===== src/rtl/pwcap_pkg.sv =====
package pwcap_pkg;

  // Word addresses of the channel registers
  localparam int unsigned REG_CTRL = 0;
  localparam int unsigned REG_STAT = 1;
  localparam int unsigned REG_HIGH = 2;
  localparam int unsigned REG_LOW  = 3;

  // Control register bit positions
  localparam int unsigned CTRL_RUN_BIT  = 0;
  localparam int unsigned CTRL_IRQE_BIT = 1;

  // Status register bit positions
  localparam int unsigned STAT_FLAG_BIT = 0;
  localparam int unsigned STAT_POL_BIT  = 1;

  // Polarity of the phase that just ended
  typedef enum logic {
    PH_LOW  = 1'b0,
    PH_HIGH = 1'b1
  } phase_e;

endpackage


===== src/rtl/pwcap_sync.sv =====
module pwcap_sync #(
  parameter int unsigned STAGES = 2
) (
  input  logic clk,
  input  logic rst_n,
  input  logic d,
  output logic q
);

  localparam int unsigned LAST = STAGES - 1;

  logic [STAGES-1:0] shreg;

  generate
    if (STAGES == 1) begin : g_single
      always_ff @(posedge clk or negedge rst_n) begin
        if (!rst_n) shreg <= '0;
        else        shreg <= d;
      end
    end else begin : g_chain
      always_ff @(posedge clk or negedge rst_n) begin
        if (!rst_n) shreg <= '0;
        else        shreg <= {shreg[STAGES-2:0], d};
      end
    end
  endgenerate

  assign q = shreg[LAST];

endmodule


===== src/rtl/pwcap_phase_timer.sv =====
module pwcap_phase_timer #(
  parameter int unsigned CNT_W = 32
) (
  input  logic             clk,
  input  logic             rst_n,
  input  logic             run,
  input  logic             lvl,
  output logic             edge_o,
  output logic             ended_high_o,
  output logic [CNT_W-1:0] count_o
);

  localparam logic [CNT_W-1:0] ONE = {{(CNT_W-1){1'b0}}, 1'b1};

  // Saturating increment: all ones is sticky
  function automatic logic [CNT_W-1:0] sat_inc(input logic [CNT_W-1:0] v);
    return (&v) ? v : v + ONE;
  endfunction

  logic             lvl_d;
  logic [CNT_W-1:0] cnt_q;

  // Previous level tracks the line even while stopped, so starting
  // the channel never sees a stale transition.
  always_ff @(posedge clk or negedge rst_n) begin
    if (!rst_n) lvl_d <= 1'b0;
    else        lvl_d <= lvl;
  end

  assign edge_o       = run & (lvl ^ lvl_d);
  assign ended_high_o = lvl_d;

  always_ff @(posedge clk or negedge rst_n) begin
    if (!rst_n)      cnt_q <= '0;
    else if (!run)   cnt_q <= '0;
    else if (edge_o) cnt_q <= ONE;
    else             cnt_q <= sat_inc(cnt_q);
  end

  assign count_o = cnt_q;

endmodule


===== src/rtl/pwcap_regs.sv =====
module pwcap_regs
  import pwcap_pkg::*;
#(
  parameter int unsigned CNT_W  = 32,
  parameter int unsigned ADDR_W = 2
) (
  input  logic              clk,
  input  logic              rst_n,
  input  logic              wr_en,
  input  logic [ADDR_W-1:0] wr_addr,
  input  logic [1:0]        wr_data,
  input  logic [ADDR_W-1:0] rd_addr,
  output logic [CNT_W-1:0]  rd_data,
  input  logic              cap_stb,
  input  logic              cap_high,
  input  logic [CNT_W-1:0]  cap_len,
  output logic              run_o,
  output logic              irqe_o,
  output logic              flag_o,
  output logic [CNT_W-1:0]  high_o,
  output logic [CNT_W-1:0]  low_o,
  output logic              irq,
  output logic              evt_valid,
  output logic              evt_space,
  output logic [CNT_W-1:0]  evt_count
);

  localparam logic [ADDR_W-1:0] A_CTRL = ADDR_W'(REG_CTRL);
  localparam logic [ADDR_W-1:0] A_STAT = ADDR_W'(REG_STAT);
  localparam logic [ADDR_W-1:0] A_HIGH = ADDR_W'(REG_HIGH);
  localparam logic [ADDR_W-1:0] A_LOW  = ADDR_W'(REG_LOW);
  localparam int unsigned PAD = CNT_W - 2;

  logic             run_q, irqe_q, flag_q;
  phase_e           pol_q;
  logic [CNT_W-1:0] high_q, low_q;
  logic             ev_v_q, ev_s_q;
  logic [CNT_W-1:0] ev_c_q;

  logic wr_ctrl, clr_flag;
  assign wr_ctrl  = wr_en && (wr_addr == A_CTRL);
  assign clr_flag = wr_en && (wr_addr == A_STAT) && wr_data[STAT_FLAG_BIT];

  // Control bits
  always_ff @(posedge clk or negedge rst_n) begin
    if (!rst_n) begin
      run_q  <= 1'b0;
      irqe_q <= 1'b0;
    end else if (wr_ctrl) begin
      run_q  <= wr_data[CTRL_RUN_BIT];
      irqe_q <= wr_data[CTRL_IRQE_BIT];
    end
  end

  // Status flag: a capture wins over a clearing write
  always_ff @(posedge clk or negedge rst_n) begin
    if (!rst_n)        flag_q <= 1'b0;
    else if (cap_stb)  flag_q <= 1'b1;
    else if (clr_flag) flag_q <= 1'b0;
  end

  // Period registers and polarity
  always_ff @(posedge clk or negedge rst_n) begin
    if (!rst_n) begin
      high_q <= '0;
      low_q  <= '0;
      pol_q  <= PH_LOW;
    end else if (cap_stb) begin
      if (cap_high) begin
        high_q <= cap_len;
        pol_q  <= PH_HIGH;
      end else begin
        low_q  <= cap_len;
        pol_q  <= PH_LOW;
      end
    end
  end

  // Event stream to the downstream decoder
  always_ff @(posedge clk or negedge rst_n) begin
    if (!rst_n) begin
      ev_v_q <= 1'b0;
      ev_s_q <= 1'b0;
      ev_c_q <= '0;
    end else begin
      ev_v_q <= cap_stb;
      if (cap_stb) begin
        ev_s_q <= cap_high;
        ev_c_q <= cap_len;
      end
    end
  end

  // Read mux
  always_comb begin
    unique case (rd_addr)
      A_CTRL:  rd_data = {{PAD{1'b0}}, irqe_q, run_q};
      A_STAT:  rd_data = {{PAD{1'b0}}, pol_q == PH_HIGH, flag_q};
      A_HIGH:  rd_data = high_q;
      A_LOW:   rd_data = low_q;
      default: rd_data = '0;
    endcase
  end

  assign run_o     = run_q;
  assign irqe_o    = irqe_q;
  assign flag_o    = flag_q;
  assign high_o    = high_q;
  assign low_o     = low_q;
  assign irq       = flag_q & irqe_q;
  assign evt_valid = ev_v_q;
  assign evt_space = ev_s_q;
  assign evt_count = ev_c_q;

endmodule


===== src/rtl/pwcap_channel.sv =====
module pwcap_channel #(
  parameter int unsigned CNT_W       = 32,
  parameter int unsigned ADDR_W      = 2,
  parameter int unsigned SYNC_STAGES = 2
) (
  input  logic              clk,
  input  logic              rst_n,
  input  logic              sig_in,
  input  logic              wr_en,
  input  logic [ADDR_W-1:0] wr_addr,
  input  logic [1:0]        wr_data,
  input  logic [ADDR_W-1:0] rd_addr,
  output logic [CNT_W-1:0]  rd_data,
  output logic              irq,
  output logic              evt_valid,
  output logic              evt_space,
  output logic [CNT_W-1:0]  evt_count
);

  // Named internal events, visible to the bound checker
  logic             line_sync;
  logic             ctrl_en;
  logic             irq_en;
  logic             int_sts;
  logic             edge_stb;
  logic             ended_high;
  logic [CNT_W-1:0] phase_cnt;
  logic [CNT_W-1:0] hi_q;
  logic [CNT_W-1:0] lo_q;

  pwcap_sync #(.STAGES(SYNC_STAGES)) u_sync (
    .clk   (clk),
    .rst_n (rst_n),
    .d     (sig_in),
    .q     (line_sync)
  );

  pwcap_phase_timer #(.CNT_W(CNT_W)) u_timer (
    .clk          (clk),
    .rst_n        (rst_n),
    .run          (ctrl_en),
    .lvl          (line_sync),
    .edge_o       (edge_stb),
    .ended_high_o (ended_high),
    .count_o      (phase_cnt)
  );

  pwcap_regs #(.CNT_W(CNT_W), .ADDR_W(ADDR_W)) u_regs (
    .clk       (clk),
    .rst_n     (rst_n),
    .wr_en     (wr_en),
    .wr_addr   (wr_addr),
    .wr_data   (wr_data),
    .rd_addr   (rd_addr),
    .rd_data   (rd_data),
    .cap_stb   (edge_stb),
    .cap_high  (ended_high),
    .cap_len   (phase_cnt),
    .run_o     (ctrl_en),
    .irqe_o    (irq_en),
    .flag_o    (int_sts),
    .high_o    (hi_q),
    .low_o     (lo_q),
    .irq       (irq),
    .evt_valid (evt_valid),
    .evt_space (evt_space),
    .evt_count (evt_count)
  );

endmodule


===== config.mk =====
export PLATFORM = sky130hd
export DESIGN_NAME = pwcap_channel
export DESIGN_NICKNAME = d
export VERILOG_FILES = /design/src/rtl/pwcap_pkg.sv /design/src/rtl/pwcap_sync.sv /design/src/rtl/pwcap_phase_timer.sv /design/src/rtl/pwcap_regs.sv /design/src/rtl/pwcap_channel.sv
export SDC_FILE = /design/constraint.sdc
export NUM_CORES = 1
export LEC_CHECK = 0
export BUFFER_PORTS_ARGS = -buffer_cell sky130_fd_sc_hd__buf_2
export CAP_MARGIN = 15
export CORE_MARGIN = 2
export CORE_UTILIZATION = 60
export CTS_CLUSTER_DIAMETER = 30
export DETAILED_ROUTE_END_ITERATION = 8
export GPL_TIMING_DRIVEN = 0
export PLACE_DENSITY = 0.82
export SLEW_MARGIN = 10
export SYNTH_ARGS = -nofsm -noshare
export SYNTH_HDL_FRONTEND = slang
export SYNTH_SLANG_ARGS = --single-unit

===== constraint.sdc =====
create_clock -name clk -period 2.8 [get_ports clk]
set_input_delay 0.28 -clock clk [delete_from_list [all_inputs] [get_ports clk]]
set_output_delay 0.28 -clock clk [all_outputs]
set_load 0.02 [all_outputs]

==> summary.md <==
| Metric | Value |
|---|---|
| Outcome | finished, final reports clean |
| Num CTS Buffers | 17 |
| # rows | 36 |
| RSZ-0062 raised after global routing | no |
| Slowest-stage cell, CP | nor3_1 |
| WHS Endpoint | u_regs.flag_o |
| FMAX | 435.2 MHz |
| Number of global-route vias before repair | 4809 |
| Actual slew at the worst max-slew pin | 1009 ps |
| Die ar. | 0.01105 sq mm |
| CTS max path bufs | 2 |
| Drt drc | 0 |
| Max-cap viol count | 0 |
| Synth warn | 0 |
| Final wirelength | about 14 mm |
| Synth cell types | 34 |
| R2r startpoint | u_timer.count_o[5] |
| Gr ovfl total | 0 |
| Clock sink count | 136 |
| Most common cell in the synthesized netlist | dfrtp_1 |
| Post-synth ARST share | 1.000 |
| Syn_area_per_cell | 10.92 sq um |
| Critical path class | register to register |
| DRT Pass-1 Iters | 5 |
| Footprint of the multi-input gates | 0.002524 sq mm |
| Fin Setup TNS | 0 ps |
| H-tree levels | 4 |
| Layout Nets | 672 |
| Ports | 77 |
| DR iter-0 viols | 399 |
| Pre-CTS setup slack | 565.3 ps |
| Crit path DAT | 2740 ps |
| Cell Area, Synth | 0.006136 sq mm |
| Worst hold path class | input port to register |
| Yosys top cell area share | 0.5546 |
| CTS tree | done |
| Seq/Total Area, Yosys | 0.5546 |
| Via-to-Cell Ratio | 5.792 |
| Final Cycle Share | 0.8207 |
| Relative slew slack | 0.3272 |
| CORE AREA | 0.009864 sq mm |
| Worst vdd ir | 0.4016 mV |
| Post-synthesis cell count | 562 |
| Port Buffer Count | 75 |
| Worst path cell trace | clkbuf_1, nand2_1, nor3_1, buf_2, nand4_1, xor2_1, a21oi_1 |
| Area after DPL | ~0.0067 sq mm |
| First-pass GRT wire length | between 20 and 25 mm |
| N_diodes | 0 |
| Routed len/inst | between 15 and 20 um |
| Starting Density | 0.6220 |
| Post-synth EDFFs | 0 |
| CP endpoint kind | register |
| Min setup slack post-route | ~500 ps |
| CTS clk-pin slew, worst paths | around 60 ps |
| Power Total | just over 5 mW |
| Total GRT Usage | 0.2759 |
| Final Cell Area | 0.007451 sq mm |
| CP required | 3240 ps |
| Total number of vias | 4674 |
| Main synth FF type | dfrtp_1 |
| Share of layout cells above drive strength 1 | 0.2789 |
| Leading area contributor after synthesis | dfrtp_1 |
| Synthesis-to-layout area growth | 21.43% |
| Flops & latches, synth | 136 |
| RR Endpoint | u_timer.count_o[25] |
| Clk_skew | 6.820 ps |
| Final Max Slew Viols | 0 |
| Area contributors post-synth | dfrtp_1, mux2_2, nand2_1 |
| Clk_lat worst skew | 530 ps |
| Power Density | between 600 and 700 mW/mm^2 |
| Tmin final | about 2300 ps |
| Final HPWL DP | 9.201 mm |
| Crit path max fanout | 10 |
| Crit path largest cell delay | approximately 640 ps |
| Placer Congestion | 0.8937 |
| Post-DRT Antenna Nets | 0 |
| Antenna violations before repair | 0 |
| Worst hold stages | 4 |
| Leakage | around 3.8 nW |
| Commonest cells post-synth | dfrtp_1, nand2_1, mux2_2 |
| Largest net degree at the start of global routing | 72 |
| Min-delay src | wr_addr[0] |
| Register area | about 0.0034 sq mm |
| Die Height | 105.1 um |
| Worst hold slack | 88.24 ps |
| Final Hold Fails | 0 |
| Worst reg2reg path depth | 7 |
| # fillers | 657 |
| Final setup fails | 0 |
| Synth Net Count | ~570 |
| Crit path launch type | register |
| Register-to-register setup slack | about 500 ps |
| Clock root cell | clkbuf_8 |
| Die Wd | around 110 um |
-- power by group --
group	internal (mW)	total, mW	switching, mW
sequential	2.01	2.05	0.0378
combinational	0.121	0.362	0.241
clock	1.79	2.62	0.826
-- placed cells by master, fill, tap and decap left out, types with 3 or more instances in the layout --
| cell type | instances |
|---|---|
| dfrtp_1 | 136 |
| nand2_1 | 114 |
| buf_2 | 88 |
| mux2_2 | 58 |
| nor2b_1 | 31 |
| mux2i_1 | 30 |
| a21oi_1 | 25 |
| o21ai_0 | 21 |
| clkbuf_1 | 20 |
| nand4_1 | 17 |
| clkbuf_16 | 16 |
| xor2_1 | 14 |
| nand3_1 | 12 |
| nor3_1 | 10 |
| nor2_1 | 9 |
| or3_1 | 7 |
| bufinv_16 | 7 |
| inv_1 | 6 |
| xnor2_1 | 5 |
| and3_1 | 5 |
| buf_6 | 4 |
| a31oi_1 | 4 |
| clkbuf_8 | 4 |
| dlygate4sd3_1 | 4 |
| buf_1 | 3 |
| and4_4 | 3 |
| a211oi_1 | 3 |
-- cell type report --
type | count | area share
clock inverter | 11 | 0.03224
timing repair buffer | 80 | 0.06029
clock buffer | 21 | 0.06163
inverter | 6 | 0.003023
tap | 133 | 0.02233
sequential | 136 | 0.4568
buffer | 39 | 0.02502
multi-input combinational | 381 | 0.3387
-- registers in the layout, summed over array words and instances, names as in the netlist --
signal                flops
u_regs.evt_count         32
u_regs.evt_valid          1
u_regs.flag_o             1
u_regs.high_o            32
u_regs.irqe_o             1
u_regs.low_o             32
u_regs.pol_q              1
u_regs.run_o              1
u_sync.shreg              2
u_timer.count_o          32
u_timer.ended_high_o      1
-- cell families after synthesis --
| logic type | share of synthesized area |
|---|---|
| AOI/OAI and AO/OA | 0.05078 |
| xor gates and xnor gates | 0.02712 |
| adders and majority gates | 0.002039 |
| buffers and inverters | 0.03405 |
| DFF | 0.5546 |
| muxes | 0.1627 |
| and+or+nand+nor | 0.1686 |
-- layer usage --
metal	up-vias	track usage	share of wire	routed length, um
met2	194	0.4374	0.49	6962
met3	24	0.06675	0.064	914
met5	-	0	0	0
met4	0	0.1038	0.015	213
met1	2321	0.3712	0.43	6191
li1	2135	-	-	-
-- through the flow --
stage / utilization / instances
2_1_floorplan: - / 562
3_3_place_gp: 0.6769 / 770
3_5_place_dp: 0.6804 / 771
4_1_cts: 0.7553 / 807
5_1_grt: 0.7553 / 807
6_report: 0.7553 / 807
-- how the worst max path moves through the flow --
stage                       start             endpoint  slack [ps]  cells past startpoint
2_1_floorplan  u_timer.count_o[0]   u_timer.count_o[5]         970                      7
3_3_place_gp                rst_n     u_regs.low_o[16]        -270                      1
3_5_place_dp   u_timer.count_o[5]  u_timer.count_o[25]         570                      7
4_1_cts        u_timer.count_o[5]  u_timer.count_o[25]         540                      7
5_1_grt        u_timer.count_o[5]  u_timer.count_o[29]         410                      7
6_report       u_timer.count_o[5]  u_timer.count_o[25]         500                      7
-- worst max-delay path: cells and delay by family, from the launching register on --
| kind | cells | cell delay [ps] |
|---|---|---|
| and+or+nand+nor | 3 | 880 |
| buffers and inverters | 2 | 670 |
| DFF | 1 | 320 |
| xor gates and xnor gates | 1 | 180 |
| AOI/OAI and AO/OA | 1 | 160 |
-- repair_timing --
action | 4_1_cts | 5_1_grt
hold buffers | 4 | 0
resized for setup | 0 | 0
endpoints found under the hold margin | 68 | 0
buffers inserted | 0 | 0
Power figures use the tool's default switching activity.
